===== config.mk =====
export PLATFORM = sky130hd
export DESIGN_NAME = dma2d_engine
export DESIGN_NICKNAME = d
export VERILOG_FILES = /design/src/rtl/dma2d_pkg.sv /design/src/rtl/dma2d_span.sv /design/src/rtl/dma2d_walker.sv /design/src/rtl/dma2d_ctrl.sv /design/src/rtl/dma2d_engine.sv
export SDC_FILE = /design/constraint.sdc
export NUM_CORES = 1
export LEC_CHECK = 0
export ABC_AREA = 1
export BUFFER_PORTS_ARGS = -buffer_cell sky130_fd_sc_hd__buf_2
export CAP_MARGIN = 25
export CORE_MARGIN = 1.5
export CORE_UTILIZATION = 48
export CTS_BUF_LIST = sky130_fd_sc_hd__clkbuf_4 sky130_fd_sc_hd__clkbuf_8 sky130_fd_sc_hd__clkbuf_16
export CTS_CLUSTER_DIAMETER = 100
export DETAILED_ROUTE_END_ITERATION = 10
export HOLD_SLACK_MARGIN = 0.1
export PLACE_DENSITY = 0.67
export RECOVER_POWER = 100
export SLEW_MARGIN = 20
export SYNTH_ARGS = -nofsm -noshare
export SYNTH_HDL_FRONTEND = slang
export SYNTH_SLANG_ARGS = --single-unit

===== constraint.sdc =====
create_clock -name clk -period 13.2 [get_ports clk]
set_clock_uncertainty 0.05 [all_clocks]
set_input_delay 1.32 -clock clk [delete_from_list [all_inputs] [get_ports clk]]
set_output_delay 1.32 -clock clk [all_outputs]
set_load 0.01 [all_outputs]

===== src/rtl/dma2d_pkg.sv =====
package dma2d_pkg;

  typedef enum logic [1:0] {
    CLS_INSIDE  = 2'd0,
    CLS_PARTIAL = 2'd1,
    CLS_OUTSIDE = 2'd2
  } blk_class_e;

  typedef enum logic [2:0] {
    ST_IDLE,
    ST_CLIP,
    ST_PIX,
    ST_RD,
    ST_DAT,
    ST_ADV
  } eng_state_e;

  localparam logic DIR_LOAD  = 1'b0;
  localparam logic DIR_STORE = 1'b1;

endpackage


===== src/rtl/dma2d_span.sv =====
// One-axis overlap: tile-local interval [lo, hi) that falls inside [0, lim).
module dma2d_span #(
  parameter int DIM_W = 12,
  parameter int LEN_W = 7
) (
  input  logic signed [DIM_W:0]   org,
  input  logic        [DIM_W-1:0] lim,
  input  logic        [LEN_W-1:0] len,
  output logic        [LEN_W-1:0] lo,
  output logic        [LEN_W-1:0] hi
);
  localparam int SW = ((DIM_W > LEN_W) ? DIM_W : LEN_W) + 3;

  logic signed [SW-1:0] org_s, lim_s, len_s, lo_raw, hi_raw;

  assign org_s  = SW'(org);
  assign lim_s  = SW'(lim);
  assign len_s  = SW'(len);
  assign lo_raw = -org_s;
  assign hi_raw = lim_s - org_s;

  always_comb begin
    if (lo_raw[SW-1])        lo = '0;
    else if (lo_raw > len_s) lo = len;
    else                     lo = lo_raw[LEN_W-1:0];

    if (hi_raw[SW-1])        hi = '0;
    else if (hi_raw > len_s) hi = len;
    else                     hi = hi_raw[LEN_W-1:0];
  end
endmodule


===== src/rtl/dma2d_walker.sv =====
// Tile scan counters plus source and destination address generation.
module dma2d_walker #(
  parameter int ADDR_W = 20,
  parameter int DIM_W  = 12,
  parameter int BLK_DW = 7,
  parameter int BUF_AW = 12
) (
  input  logic                     clk,
  input  logic                     rst,
  input  logic                     init,
  input  logic                     step,
  input  logic        [ADDR_W-1:0] base,
  input  logic        [ADDR_W-1:0] pitch,
  input  logic signed [DIM_W:0]    ox,
  input  logic signed [DIM_W:0]    oy,
  input  logic        [BLK_DW-1:0] bw,
  input  logic        [BLK_DW-1:0] bh,
  input  logic        [BUF_AW-1:0] buf_base,
  input  logic        [BLK_DW-1:0] lo_x,
  input  logic        [BLK_DW-1:0] hi_x,
  input  logic        [BLK_DW-1:0] lo_y,
  input  logic        [BLK_DW-1:0] hi_y,
  output logic        [ADDR_W-1:0] src_addr,
  output logic        [BUF_AW-1:0] dst_addr,
  output logic                     pix_valid,
  output logic                     last
);
  localparam int OW = ADDR_W + DIM_W + 2;

  logic signed [OW-1:0] base_s, pitch_s, ox_s, oy_s, org_sum;
  logic [BLK_DW-1:0] cx_q, cy_q;
  logic [ADDR_W-1:0] row_q;
  logic [BUF_AW-1:0] dst_q;
  logic              row_end;

  // Address of tile pixel (0,0), modulo the address space; used only once per job.
  assign base_s  = OW'(base);
  assign pitch_s = OW'(pitch);
  assign ox_s    = OW'(ox);
  assign oy_s    = OW'(oy);
  assign org_sum = base_s + oy_s * pitch_s + ox_s;

  assign row_end = (cx_q == bw - BLK_DW'(1));
  assign last    = row_end && (cy_q == bh - BLK_DW'(1));

  always_ff @(posedge clk) begin
    if (rst) begin
      cx_q  <= '0;
      cy_q  <= '0;
      row_q <= '0;
      dst_q <= '0;
    end else if (init) begin
      cx_q  <= '0;
      cy_q  <= '0;
      row_q <= org_sum[ADDR_W-1:0];
      dst_q <= buf_base;
    end else if (step) begin
      dst_q <= dst_q + BUF_AW'(1);
      if (row_end) begin
        cx_q  <= '0;
        cy_q  <= cy_q + BLK_DW'(1);
        row_q <= row_q + pitch;
      end else begin
        cx_q <= cx_q + BLK_DW'(1);
      end
    end
  end

  assign pix_valid = (cx_q >= lo_x) && (cx_q < hi_x) &&
                     (cy_q >= lo_y) && (cy_q < hi_y);
  assign src_addr  = row_q + ADDR_W'(cx_q);
  assign dst_addr  = dst_q;
endmodule


===== src/rtl/dma2d_ctrl.sv =====
// Job sequencer with registered memory-port outputs.
module dma2d_ctrl
  import dma2d_pkg::*;
#(
  parameter int ADDR_W = 20,
  parameter int BUF_AW = 12,
  parameter int PIX_W  = 8
) (
  input  logic              clk,
  input  logic              rst,
  input  logic              start,
  input  logic              dir,
  input  logic              empty,
  input  logic              pix_valid,
  input  logic              last,
  input  logic [ADDR_W-1:0] src_addr,
  input  logic [BUF_AW-1:0] dst_addr,
  input  logic [PIX_W-1:0]  ext_rdata,
  input  logic [PIX_W-1:0]  loc_rdata,
  output logic              accept,
  output logic              w_init,
  output logic              w_step,
  output logic              cls_load,
  output logic              busy,
  output logic              done,
  output logic              ext_req,
  output logic              ext_we,
  output logic [ADDR_W-1:0] ext_addr,
  output logic [PIX_W-1:0]  ext_wdata,
  output logic              loc_en,
  output logic              loc_we,
  output logic [BUF_AW-1:0] loc_addr,
  output logic [PIX_W-1:0]  loc_wdata
);
  eng_state_e state_q;

  assign accept   = (state_q == ST_IDLE) && start;
  assign w_init   = (state_q == ST_CLIP);
  assign cls_load = (state_q == ST_CLIP);
  assign w_step   = (state_q == ST_ADV);

  always_ff @(posedge clk) begin
    if (rst) begin
      state_q   <= ST_IDLE;
      busy      <= 1'b0;
      done      <= 1'b0;
      ext_req   <= 1'b0;
      ext_we    <= 1'b0;
      ext_addr  <= '0;
      ext_wdata <= '0;
      loc_en    <= 1'b0;
      loc_we    <= 1'b0;
      loc_addr  <= '0;
      loc_wdata <= '0;
    end else begin
      done    <= 1'b0;
      ext_req <= 1'b0;
      ext_we  <= 1'b0;
      loc_en  <= 1'b0;
      loc_we  <= 1'b0;
      unique case (state_q)
        ST_IDLE: begin
          if (start) begin
            busy    <= 1'b1;
            state_q <= ST_CLIP;
          end
        end
        ST_CLIP: begin
          if (empty) begin
            busy    <= 1'b0;
            done    <= 1'b1;
            state_q <= ST_IDLE;
          end else begin
            state_q <= ST_PIX;
          end
        end
        ST_PIX: begin
          if (pix_valid) begin
            if (dir == DIR_LOAD) begin
              ext_req  <= 1'b1;
              ext_addr <= src_addr;
            end else begin
              loc_en   <= 1'b1;
              loc_addr <= dst_addr;
            end
            state_q <= ST_RD;
          end else begin
            if (dir == DIR_LOAD) begin
              loc_en    <= 1'b1;
              loc_we    <= 1'b1;
              loc_addr  <= dst_addr;
              loc_wdata <= '0;
            end
            state_q <= ST_ADV;
          end
        end
        ST_RD: begin
          state_q <= ST_DAT;
        end
        ST_DAT: begin
          if (dir == DIR_LOAD) begin
            loc_en    <= 1'b1;
            loc_we    <= 1'b1;
            loc_addr  <= dst_addr;
            loc_wdata <= ext_rdata;
          end else begin
            ext_req   <= 1'b1;
            ext_we    <= 1'b1;
            ext_addr  <= src_addr;
            ext_wdata <= loc_rdata;
          end
          state_q <= ST_ADV;
        end
        ST_ADV: begin
          if (last) begin
            busy    <= 1'b0;
            done    <= 1'b1;
            state_q <= ST_IDLE;
          end else begin
            state_q <= ST_PIX;
          end
        end
        default: state_q <= ST_IDLE;
      endcase
    end
  end
endmodule


===== src/rtl/dma2d_engine.sv =====
module dma2d_engine
  import dma2d_pkg::*;
#(
  parameter int ADDR_W = 20,
  parameter int DIM_W  = 12,
  parameter int BLK_DW = 7,
  parameter int BUF_AW = 12,
  parameter int PIX_W  = 8
) (
  input  logic                     clk,
  input  logic                     rst,
  input  logic                     start,
  input  logic                     dir,
  input  logic        [ADDR_W-1:0] img_base,
  input  logic        [ADDR_W-1:0] img_pitch,
  input  logic        [DIM_W-1:0]  img_w,
  input  logic        [DIM_W-1:0]  img_h,
  input  logic signed [DIM_W:0]    org_x,
  input  logic signed [DIM_W:0]    org_y,
  input  logic        [BLK_DW-1:0] blk_w,
  input  logic        [BLK_DW-1:0] blk_h,
  input  logic        [BUF_AW-1:0] buf_base,
  output logic                     busy,
  output logic                     done,
  output logic        [1:0]        blk_class,
  output logic                     ext_req,
  output logic                     ext_we,
  output logic        [ADDR_W-1:0] ext_addr,
  output logic        [PIX_W-1:0]  ext_wdata,
  input  logic        [PIX_W-1:0]  ext_rdata,
  output logic                     loc_en,
  output logic                     loc_we,
  output logic        [BUF_AW-1:0] loc_addr,
  output logic        [PIX_W-1:0]  loc_wdata,
  input  logic        [PIX_W-1:0]  loc_rdata
);
  // Job settings captured at start.
  logic                     dir_q;
  logic        [ADDR_W-1:0] base_q, pitch_q;
  logic        [DIM_W-1:0]  w_q, h_q;
  logic signed [DIM_W:0]    ox_q, oy_q;
  logic        [BLK_DW-1:0] bw_q, bh_q;
  logic        [BUF_AW-1:0] bb_q;

  logic accept, w_init, w_step, cls_load;
  logic [BLK_DW-1:0] lo_x, hi_x, lo_y, hi_y;
  logic [ADDR_W-1:0] src_addr;
  logic [BUF_AW-1:0] dst_addr;
  logic pix_valid, last, empty;
  blk_class_e cls_next, cls_q;

  always_ff @(posedge clk) begin
    if (rst) begin
      dir_q   <= DIR_LOAD;
      base_q  <= '0;
      pitch_q <= '0;
      w_q     <= '0;
      h_q     <= '0;
      ox_q    <= '0;
      oy_q    <= '0;
      bw_q    <= '0;
      bh_q    <= '0;
      bb_q    <= '0;
    end else if (accept) begin
      dir_q   <= dir;
      base_q  <= img_base;
      pitch_q <= img_pitch;
      w_q     <= img_w;
      h_q     <= img_h;
      ox_q    <= org_x;
      oy_q    <= org_y;
      bw_q    <= blk_w;
      bh_q    <= blk_h;
      bb_q    <= buf_base;
    end
  end

  dma2d_span #(.DIM_W(DIM_W), .LEN_W(BLK_DW)) u_span_x (
    .org(ox_q), .lim(w_q), .len(bw_q), .lo(lo_x), .hi(hi_x)
  );

  dma2d_span #(.DIM_W(DIM_W), .LEN_W(BLK_DW)) u_span_y (
    .org(oy_q), .lim(h_q), .len(bh_q), .lo(lo_y), .hi(hi_y)
  );

  assign empty = (bw_q == '0) || (bh_q == '0);

  always_comb begin
    if ((lo_x >= hi_x) || (lo_y >= hi_y))
      cls_next = CLS_OUTSIDE;
    else if ((lo_x == '0) && (hi_x == bw_q) && (lo_y == '0) && (hi_y == bh_q))
      cls_next = CLS_INSIDE;
    else
      cls_next = CLS_PARTIAL;
  end

  always_ff @(posedge clk) begin
    if (rst)           cls_q <= CLS_INSIDE;
    else if (cls_load) cls_q <= cls_next;
  end

  assign blk_class = cls_q;

  dma2d_walker #(
    .ADDR_W(ADDR_W), .DIM_W(DIM_W), .BLK_DW(BLK_DW), .BUF_AW(BUF_AW)
  ) u_walk (
    .clk(clk), .rst(rst), .init(w_init), .step(w_step),
    .base(base_q), .pitch(pitch_q), .ox(ox_q), .oy(oy_q),
    .bw(bw_q), .bh(bh_q), .buf_base(bb_q),
    .lo_x(lo_x), .hi_x(hi_x), .lo_y(lo_y), .hi_y(hi_y),
    .src_addr(src_addr), .dst_addr(dst_addr),
    .pix_valid(pix_valid), .last(last)
  );

  dma2d_ctrl #(.ADDR_W(ADDR_W), .BUF_AW(BUF_AW), .PIX_W(PIX_W)) u_ctrl (
    .clk(clk), .rst(rst), .start(start), .dir(dir_q), .empty(empty),
    .pix_valid(pix_valid), .last(last),
    .src_addr(src_addr), .dst_addr(dst_addr),
    .ext_rdata(ext_rdata), .loc_rdata(loc_rdata),
    .accept(accept), .w_init(w_init), .w_step(w_step), .cls_load(cls_load),
    .busy(busy), .done(done),
    .ext_req(ext_req), .ext_we(ext_we), .ext_addr(ext_addr), .ext_wdata(ext_wdata),
    .loc_en(loc_en), .loc_we(loc_we), .loc_addr(loc_addr), .loc_wdata(loc_wdata)
  );
endmodule


* Word-level counts from Yosys, hierarchy flattened *
Index checks and enable logic that the tools add are counted.

word-level totals
  flip-flop bits (word level) = 222
  input bits = 136

operators by class
  add/subtract/negate cells = 13
  $mul = 1
  magnitude comparators = 10
  eq/ne operators = 18
  muxes and demuxes = 48
  bitwise logic cells = 1
  reductions and logical operators = 28

operator list
  kind                   number
  $mux 20                6
  $mux 7                 9
  $gt 15x8->1            4
  $mux 12                5
  $add 20x20->20         2
  $pmux 20 s2            1
  $neg 13->15            2
  $eq 7x7->1             4
  $ge 7x7->1             4
  $logic_not 7->1        4
  $sub 13x13->14         2
  $mux 8                 3
  $pmux 12 s2            1
  $mul 13x21->20         1
  $add 20x13->20         1
  $add 20x7->20          1
  $pmux 3 s6             1
  $pmux 8 s2             1
  $add 7x1->7 const B    2
  $lt 7x7->1             2
  $ne 2x2->1 const B     7
  $sub 7x1->7 const B    2
  $add 12x1->12 const B  1
  $reduce_and 4->1       3
  18 further kinds       50

* Depth between registers and ports, before layout *
  depth in word-level cells = 10
  gate-level depth with buffers = 36
  mapped depth without buffers = 35

* Cells and area by module *
Synthesis repeated with hierarchy kept, for this count alone.

unflattened totals
  cells, all modules = 3264
  area total of the unflattened synthesis = 22158.8 um^2

modules (own cells, without submodules)
  module                  instances  cells an instance  area an instance (um^2)  seq. area each (um^2)
  dma2d_walker            1          1726               11820.1                  920.9
  dma2d_engine            1          641                4747.1                   2382.3
  dma2d_ctrl              1          319                2463.6                   1141.1
  dma2d_span at u_span_x  1          291                1580.3                   0.0
  dma2d_span at u_span_y  1          287                1547.7                   0.0

* Worst setup path after synthesis *
OpenSTA, ideal clock, no wires.

  path type = reg-to-reg
  start = reg oy_q[2]
  end = reg u_walk.row_q[15]
  library setup time = 70 ps
  arrival = 5669 ps
  required time = 13080 ps
  setup slack = 7411 ps
  stages on the path, launching flop included = 26
  path buffers = 2
  clock period less this slack = 5789 ps
  path through = dfxtp_1 clkbuf_1 buf_1 nand2_1 fa_1 inv_1 fa_1 inv_1 fa_1 fa_1 inv_1 fa_1 fa_1 ha_1 nand2_1 o21ai_0 inv_1 o21ai_0 nand3_1 nand2_1 nand2_1 nand2_1 a21oi_1 a21oi_1 o21ai_0 a21oi_1

between the ends
  cells in the longest elaborated chain, start to end = 4

ends and longest elaborated chain
  what                    line                text
  start, declared         dma2d_engine.sv:41  logic signed [DIM_W:0] ox_q, oy_q;
  start signal, assigned  dma2d_engine.sv:71  oy_q <= org_y;
  $mul 13x21->20          dma2d_walker.sv:41  assign org_sum = base_s + oy_s * pitch_s + ox_s;
  $add 20x20->20          dma2d_walker.sv:41
  $add 20x13->20          dma2d_walker.sv:41
  $mux 20                 dma2d_walker.sv:52  end else if (init) begin
  end signal, assigned    dma2d_walker.sv:55  row_q <= org_sum[ADDR_W-1:0];
  end signal, assigned    dma2d_walker.sv:62  row_q <= row_q + pitch;
  end, declared           dma2d_walker.sv:32  logic [ADDR_W-1:0] row_q;

Every way passes these cells.
A chain may end at the register's enable or synchronous reset.

==> flow_metrics.tcl <==
set metrics [dict create \
    die_h_um 212 \
    grt_usage 0.282 \
    synth-edff-count 0 \
    cts_buffers 27 \
    seq_area_frac_synth 0.212 \
    rows 76 \
    synth_top_family_by_area "adder cells" \
    num_vias 19300 \
    cpMostUsedCell "clkbuf_1" \
    grt_pass1_vias 18600 \
    dr.pass1.iters 5 \
    rsz0062_at_grt "false" \
    insertion_delay_ps 600 \
    dpl_cell_area_mm2 0.0222 \
    failed_checks "capacitance limit, slew limit" \
    synth_fa_ha_area_frac 0.269 \
    gp_congestion 0.959 \
    tightest_slew_ps 4130 \
    crit_path_end_kind "register" \
    powerDensity_mw_per_mm2 157 \
    core_area_mm2 0.0431 \
    die_w_um 212 \
    critPathTopFamily "buffers and inverters" \
    place_inst 3591 \
    worst_hold_slack_ps 397 \
    cts_resized 0 \
    cts_num_sinks 222 \
    hpwl_um 49100 \
    final_nets 3523 \
    tns_ps 0 \
    synthArstFlopShare 0 \
    routed_wl_um 62600 \
    cp-start-kind "input pin" \
    synth_mux_area_frac 0.00144 \
    ys_warn_count 0 \
    drv_cap 2 \
    vias_per_cell 5.30 \
    yosys.area_share.simple 0.201 \
    cts-hold-fix-buffers 0 \
    cts_buffer_depth 3 \
    slowest_delay_ps 2950 \
    ir_drop_mv 0.103 \
    htree_num_levels 1 \
    crit_type "in -> reg" \
    drive_above_1_share 0.0773 \
    portBuffers 191 \
    period_needed_ps 7910 \
    dr.first_iter.drc_count 1498 \
    syn_area_per_cell_um2 7.17 \
    r2r_slack_ps 5740 \
    relSlewSlack -1.75 \
    yosysTopAreaCell "dfxtp_1" \
    crit_required_ps 13610 \
    status "finished, violations left" \
    path_buf_inv 4 \
    drc 0 \
    synth_compound_area_frac 0.151 \
    ys_ff_latch 222 \
    area_growth_pct 10.5 \
    grt_overflow_total 0 \
    cp.arrival_ps 8320 \
    cts_tree "yes" \
    clk_pin_slew_worst_paths_ps 60 \
    ys.flop_type "dfxtp_1" \
    antenna_cells 0 \
    crit_chain "buf_2 -> clkbuf_1 -> clkinvlp_2 -> clkbuf_1 -> o21ai_0 -> a21oi_1" \
    setup_viol_count_final 0 \
    root_buffer "clkbuf_16" \
    post_drt_wl_per_cell_um 17.2 \
    yosys.area.top_type_share 0.212 \
    synth_nets 3407 \
    fin_cells 3640 \
    die-area_mm2 0.0449 \
    synth.distinct_cells 57 \
    finalCritPeriodShare 0.599 \
    ios 192 \
    hp-class "reg -> reg" \
    finalHoldViolations 0 \
    postRouteAntennaNets 0 \
    grt_pass1_wl_um 98600 \
    fmax_ghz 0.126 \
    path_max_fanout 112 \
    antenna_found_initial 0 \
    cp_slowest_cell "clkbuf_1" \
    synthCells 2919 \
    start_util 0.486 \
    drv_slew 163 \
    postCtsSetupRepairBufs 0 \
    syn-cell-area_mm2 0.0209 \
    synth.area.top_cells "dfxtp_1 (21%), fa_1 (16%), ha_1 (11%)" \
    fin_area_mm2 0.0231 \
    synth_xor_area_frac 0.0410 \
    cellLeakagePower_nw 11.6 \
    grt_start_max_net_pins 113 \
]
per-layer routing:
metal  routed length, um  vias to the layer above  global-route usage
li1                    -                     9504                   -
met1               28500                     9043               0.384
met2               27500                      651               0.448
met3                4660                      104              0.0515
met4                2030                        0              0.0973
met5                   0                        -                   0
path summary, 6_finish.rpt:
path | start | endpoint | cells past startpoint
min | w_q[4] | w_q[4] | 2
max | rst | oy_q[12] | 6
min reg2reg | w_q[4] | w_q[4] | 2
max reg2reg | oy_q[0] | u_ctrl.ext_addr[2] | 29
registers in the layout, summed over array words and instances (netlist names), 13 cells and up:
register / flops
pitch_q: 20
ox_q: 13
oy_q: 13
u_ctrl.ext_addr: 20
base_q: 20
u_walk.row_q: 20
cell usage in the layout, fill, tap and decap left out, types with 27 or more instances in the layout:
cell and instances:
nand2_1 619, inv_1 552, a21oi_1 282, dfxtp_1 222, o21ai_0 210, ha_1 188, fa_1 164, nor2_1 146
buf_2 135, nand3_1 89, nand4_1 62, clkbuf_1 60, xor2_1 59, xnor2_1 39, clkbuf_16 27
per-stage QoR:
| stage | setup slack (ps) | util | total power, W |
|---|---|---|---|
| after floorplan | 7410 | - | 0.00225 |
| after global placement | 6620 | 0.516 | 0.00272 |
| after detailed placement | 6530 | 0.516 | 0.00277 |
| after CTS | 6490 | 0.539 | 0.00363 |
| after global routing | 4570 | 0.537 | 0.00393 |
| final | 5290 | 0.537 | 0.00362 |
power by group:
part | switching, W | internal (W)
combinational | 0.00119 | 0.000712
clock | 0.000330 | 0.000509
sequential | 0.000130 | 0.000747
kinds of logic after synthesis:
family	after synthesis
xor+xnor	98
mux	3
fa+ha+maj	352
flops	222
compound gates	579
buf+inv	678
simple gates	987
cell type report:
class,instances,area [um^2]
multi-input cells,2019,13900
repair buffers,202,953
flip-flops and latches,222,4440
clock buffers,35,767
inverters,563,2120
well taps,585,732
clock inverters,14,220
fillers,4183,20000
synth_stat cells, types with 15 or more instances:
cell type,instances
nand3_1,88
nor3_1,24
o21ai_0,209
nor2_1,145
inv_1,553
a21oi_1,282
or2_2,15
xnor2_1,39
fa_1,164
dfxtp_1,222
clkbuf_1,93
ha_1,188
nand4_1,62
nand2_1,618
xor2_1,59
tightest hold or removal path, stage by stage (launching register included):
cell,delay [ps]
dfxtp_1,310
inv_1,50
a21oi_1,50
Note: power is estimated with default switching activity, not from simulation.
